<file path="src/rtl/burst_pkg.sv">
package burst_pkg;

    localparam int DEFAULT_BURST_BITS = 2;

    typedef enum logic {
        ORDER_LINEAR = 1'b0,
        ORDER_XOR    = 1'b1
    } order_e;

endpackage

</file>
<file path="src/rtl/burst_seed_reg.sv">
module burst_seed_reg
    import burst_pkg::*;
#(
    parameter int BURST_BITS = DEFAULT_BURST_BITS
) (
    input  logic                  clk,
    input  logic                  rst,
    input  logic                  load,
    input  logic [BURST_BITS-1:0] start_in,
    input  order_e                order_in,
    output logic [BURST_BITS-1:0] start_q,
    output order_e                order_q
);

    typedef struct packed {
        order_e                order;
        logic [BURST_BITS-1:0] start;
    } seed_t;

    seed_t seed_q;

    always_ff @(posedge clk) begin
        if (rst) begin
            seed_q <= '{order: ORDER_LINEAR, start: '0};
        end else if (load) begin
            seed_q <= '{order: order_in, start: start_in};
        end
    end

    assign start_q = seed_q.start;
    assign order_q = seed_q.order;

    // the captured ordering only changes at a load
    a_r8_order_held : assert property (@(posedge clk) disable iff (rst)
        !load |=> order_q == $past(order_q));

endmodule

</file>
<file path="src/rtl/burst_beat_ctr.sv">
module burst_beat_ctr #(
    parameter int BURST_BITS = burst_pkg::DEFAULT_BURST_BITS
) (
    input  logic                  clk,
    input  logic                  rst,
    input  logic                  load,
    input  logic                  adv_n,
    output logic [BURST_BITS-1:0] beat_q
);

    localparam logic [BURST_BITS-1:0] LAST_BEAT = {BURST_BITS{1'b1}};

    logic [BURST_BITS-1:0] beat_d;

    always_comb begin
        beat_d = beat_q;
        if (load) begin
            beat_d = '0;
        end else if (!adv_n) begin
            beat_d = beat_q + 1'b1;
        end
    end

    always_ff @(posedge clk) begin
        if (rst) begin
            beat_q <= '0;
        end else begin
            beat_q <= beat_d;
        end
    end

    a_r3_adv_steps : assert property (@(posedge clk) disable iff (rst)
        (!load && !adv_n && beat_q != LAST_BEAT) |=> beat_q == $past(beat_q) + 1'b1);

    a_r9_wrap_to_zero : assert property (@(posedge clk) disable iff (rst)
        (!load && !adv_n && beat_q == LAST_BEAT) |=> beat_q == '0);

    a_r5_load_clears : assert property (@(posedge clk) disable iff (rst)
        load |=> beat_q == '0);

endmodule

</file>
<file path="src/rtl/burst_addr_map.sv">
module burst_addr_map
    import burst_pkg::*;
#(
    parameter int BURST_BITS = DEFAULT_BURST_BITS
) (
    input  logic [BURST_BITS-1:0] start,
    input  order_e                order,
    input  logic [BURST_BITS-1:0] beat,
    output logic [BURST_BITS-1:0] addr
);

    logic [BURST_BITS-1:0] lin_addr;
    logic [BURST_BITS-1:0] xor_addr;

    // Sum truncated to BURST_BITS: the carry out is dropped, so the
    // address wraps within the aligned group.
    assign lin_addr = start + beat;

    for (genvar b = 0; b < BURST_BITS; b++) begin : g_xor_bit
        assign xor_addr[b] = start[b] ^ beat[b];
    end

    always_comb begin
        unique case (order)
            ORDER_XOR:    addr = xor_addr;
            default:      addr = lin_addr;
        endcase
    end

endmodule

</file>
<file path="src/rtl/burst_wrap_ctr.sv">
module burst_wrap_ctr
    import burst_pkg::*;
#(
    parameter int BURST_BITS = DEFAULT_BURST_BITS
) (
    input  logic                  clk,
    input  logic                  rst,
    input  logic                  burst_load,
    input  logic [BURST_BITS-1:0] start_lo,
    input  logic                  adv_n,
    input  logic                  order_sel,
    output logic [BURST_BITS-1:0] addr_lo,
    output logic [BURST_BITS-1:0] beat_idx
);

    logic [BURST_BITS-1:0] start_q;
    order_e                order_q;

    burst_seed_reg #(.BURST_BITS(BURST_BITS)) u_seed (
        .clk      (clk),
        .rst      (rst),
        .load     (burst_load),
        .start_in (start_lo),
        .order_in (order_e'(order_sel)),
        .start_q  (start_q),
        .order_q  (order_q)
    );

    burst_beat_ctr #(.BURST_BITS(BURST_BITS)) u_beat (
        .clk    (clk),
        .rst    (rst),
        .load   (burst_load),
        .adv_n  (adv_n),
        .beat_q (beat_idx)
    );

    burst_addr_map #(.BURST_BITS(BURST_BITS)) u_map (
        .start (start_q),
        .order (order_q),
        .beat  (beat_idx),
        .addr  (addr_lo)
    );

    a_r2_start_on_load : assert property (@(posedge clk) disable iff (rst)
        burst_load |=> (addr_lo == $past(start_lo) && beat_idx == '0));

    a_r4_hold_when_idle : assert property (@(posedge clk) disable iff (rst)
        (!burst_load && adv_n) |=> ($stable(addr_lo) && $stable(beat_idx)));

    a_r1_reset_state : assert property (@(posedge clk)
        rst |=> (addr_lo == '0 && beat_idx == '0));

endmodule

</file>
<file path="config.mk">
export PLATFORM = sky130hd
export DESIGN_NAME = burst_wrap_ctr
export DESIGN_NICKNAME = d
export VERILOG_FILES = /design/src/rtl/burst_pkg.sv /design/src/rtl/burst_seed_reg.sv /design/src/rtl/burst_beat_ctr.sv /design/src/rtl/burst_addr_map.sv /design/src/rtl/burst_wrap_ctr.sv
export SDC_FILE = /design/constraint.sdc
export NUM_CORES = 1
export LEC_CHECK = 0
export ABC_AREA = 1
export BUFFER_PORTS_ARGS = -buffer_cell sky130_fd_sc_hd__buf_2
export CAP_MARGIN = 0
export CORE_AREA = 2 2 39 41
export CTS_BUF_LIST = sky130_fd_sc_hd__clkbuf_16
export CTS_CLUSTER_DIAMETER = 150
export DETAILED_ROUTE_END_ITERATION = 7
export DIE_AREA = 0 0 41 43
export SLEW_MARGIN = 20
export SYNTH_ARGS = -nofsm -noshare
export SYNTH_HDL_FRONTEND = slang
export SYNTH_SLANG_ARGS = --single-unit
export TNS_END_PERCENT = 100
</file>
<file path="constraint.sdc">
create_clock -name clk -period 2 [get_ports clk]
set_input_delay 0.1 -clock clk [delete_from_list [all_inputs] [get_ports clk]]
set_output_delay 0.1 -clock clk [all_outputs]
set_load 0.05 [all_outputs]
</file>
==> run metrics <==
minimum period implied by the final worst setup slack=1.33 ns; width of the die=41 um; syn nets=47; number of endpoints failing setup at the final stage=0; crit-path cells=ha_1, inv_1, nor2_1, nand3_1, nand2_1, inv_1, buf_2; mean cell area of the mapped netlist=6.74 um^2; outcome=finished clean; input/output buffers=10; setup slack, reg-to-reg=1.20 ns; most frequent cell on the critical path=inv_1; Pwr per Cell Area=1190 nW/um^2; overall overflow remaining after global route=0; hpwl dp=417 um; Clk network pwr share=0.667; clock tree buffer depth=2; endpoint kind of the worst setup timing path=output pin; Setup Fix Bufs, Post-CTS=0; routed wire length=526 um; most area-consuming cells after synthesis=dfxtp_1, nand2_1, inv_1; Iteration-0 DRC Markers=1; fraction of the yosys area taken by sequential cells=0.381; instance area at placement=329 um^2; maximum fanout count along the critical path=3; chip height=43 um; cell internal power dissipation=0.000381 W; fraction of power spent switching nets=0.216; CTS Hold Bufs=0; top-area cell type share of the netlist area=0.381; cell area after technology mapping=263 um^2; Crit Path Category=register to output pin; TritonCTS clock tree=done; via count of the first global-routing pass=260; xor/xnor cell area share of the yosys netlist=0; number of levels the H-tree was split into=1; die area=1760 um^2; first-pass GRT wire length=903 um; count of pins on the block boundary=11; core region area=1380 um^2; PostCTS Resize Cnt=0; number of standard-cell rows in the floorplan=14; number of fill cells=141; RD Place Congestion=0.689; number of routed nets with antenna violations=0; total count of max-transition violations in the final report=0; capture point of the critical path=addr_lo[1]; total negative slack for setup checks=0 ns; pin count of the biggest net entering global routing=7; Psw=0.000105 W; count of unresolved DRC violations after routing=0; reg2reg end=u_beat.beat_q[1]; worst voltage drop across the vdd grid=594 uV; vias per cell=3.82; clk sinks=5; antenna violations before repair=0; classification of the worst-slack hold path=input pin to register; fraction of layout cells with a size suffix above 1=0.365; library cell with the largest summed area after synthesis=dfxtp_1; Post-Synth Simple-Gate Area=0.329; share of synthesized area spent on multiplexers=0; post-synthesis share of cell area spent on full adders, half adders and majority gates=0.0476; antenna cells=0; slowest cell delay on critical path=0.31 ns; beginning of the worst register-to-register path=u_beat.beat_q[0]; f_max=751 MHz; Synth-to-Final Area Change=55.2%; final worst-path cycle share=0.666; setup repair after global routing missed its margin=false; source-to-sink clock delay at the later pin of the worst-skew pair=0.23 ns; hold violation count in the final report=0; critical path startpoint category=register; number of iterations in the first detailed-routing pass=2; All-Layer GR Usage=0.0822; max cap viols=0; Critical Path AT=1.23 ns; clock skew=0.000120 ns; origin of the worst setup path=u_beat.beat_q[0]; Yosys warning count=0; register bit count reported by yosys=5; Leakage=0.209 nW; WP data required=1.90 ns; net count of the finished layout=61; clock transition at the register clock pins on the worst setup and hold paths after CTS=0.03 ns; compound-gate portion of the synthesized area=0.114; count of cells along the worst register-to-register path=5; vias after detailed routing=260; initial cell density of the core=0.190; clock root buffer master=clkbuf_16; sequential power share=0.225; combinational family with the most area after synthesis=simple AND/OR/NAND/NOR gates; Combinational Power Share=0.108; routed length per instance=7.74 um; cell at the slowest stage of the critical path=dfxtp_1; number of cells produced by synthesis=39; normalized max-slew margin=0.833; Num CTS Buffers=3; transition at the pin with the smallest max-transition slack=0.252 ns; unique cell type count in the Yosys netlist=13; worst hold path cell count=3; area of all placed cells without fillers=408 um^2
-- cell usage in the layout (no fill, tap or decap) --
cell type and instances:
a21oi_1 2, buf_2 10, clkbuf_16 3, dfxtp_1 5, ha_1 1, inv_1 7, inv_2 2, nand2_1 9
nand2_2 1, nand3_1 2, nor2_1 3, nor2_2 2, nor3b_2 1, o21ai_0 4
-- cell usage after synthesis --
master / number
clkbuf_1: 1
a21oi_1: 2
nor2_1: 3
nor2_2: 2
nand2_1: 9
dfxtp_1: 5
nand3_1: 2
inv_2: 2
inv_1: 6
nor3b_2: 1
ha_1: 1
nand2_2: 1
o21ai_0: 4
-- critical path, delay by kind of cell, from the launching register on --
| kind | cells | cell delay [ns] |
|---|---|---|
| DFF | 1 | 0.31 |
| and+or+nand+nor | 3 | 0.14 |
| adders and majority gates | 1 | 0.21 |
| buffers and inverters | 3 | 0.34 |
-- worst min path at each step --
stage                            from                 to  slack [ns]
final                     start_lo[0]  u_seed.start_q[0]        0.11
after global routing      start_lo[0]  u_seed.start_q[0]        0.14
after global placement    start_lo[0]  u_seed.start_q[0]        0.34
after detailed placement  start_lo[0]  u_seed.start_q[0]        0.34
after CTS                 start_lo[0]  u_seed.start_q[0]        0.11
after floorplan           start_lo[0]  u_seed.start_q[0]        0.23
-- area by class of cell --
class,count,area [um^2],area share
sequential,5,100,0.245
timing repair buffer,10,50.0,0.123
clock inverter,1,3.75,0.00920
clock buffer,3,75.1,0.184
tap,16,20.0,0.0491
inverter,8,30.0,0.0736
multi-input combinational,25,129,0.316
-- through the flow --
step                      hold slack (ns)  utilization  instances  worst slack (ns)  power [W]
after detailed placement            0.343        0.238         64             0.898   0.000164
after CTS                           0.107        0.295         68             0.654   0.000493
after floorplan                     0.235            -         39             0.553   0.000150
after global routing                0.144        0.295         68             0.536   0.000502
final                               0.110        0.295         68             0.669   0.000486
after global placement              0.341        0.238         64             0.911   0.000163
-- power groups by stage --
stage	Sequential [W]	Combinational (W)	Clock, W
after global routing	0.000110	0.0000583	0.000334
final	0.000109	0.0000524	0.000324
after detailed placement	0.000111	0.0000530	0
after CTS	0.000109	0.0000532	0.000330
after global placement	0.000111	0.0000525	0
after floorplan	0.000115	0.0000349	0
-- kinds of logic after synthesis --
| group | count (synthesis) |
|---|---|
| fa+ha+maj | 1 |
| flops | 5 |
| simple gates | 18 |
| compound gates | 6 |
| buf+inv | 9 |
-- per-layer routing --
layer  vias up  routed length (um)  track usage
li1        145                   -            -
met1       104                 214       0.0737
met2         9                 241        0.119
met3         2                  49       0.0471
met4         0                  20       0.0800
met5         -                   0            0
-- state kept, by name, indices dropped and copies added, names as in the netlist --
| register | count |
|---|---|
| u_beat.beat_q | 2 |
| u_seed.order_q | 1 |
| u_seed.start_q | 2 |
No activity file was read; power rests on OpenSTA's default activity.
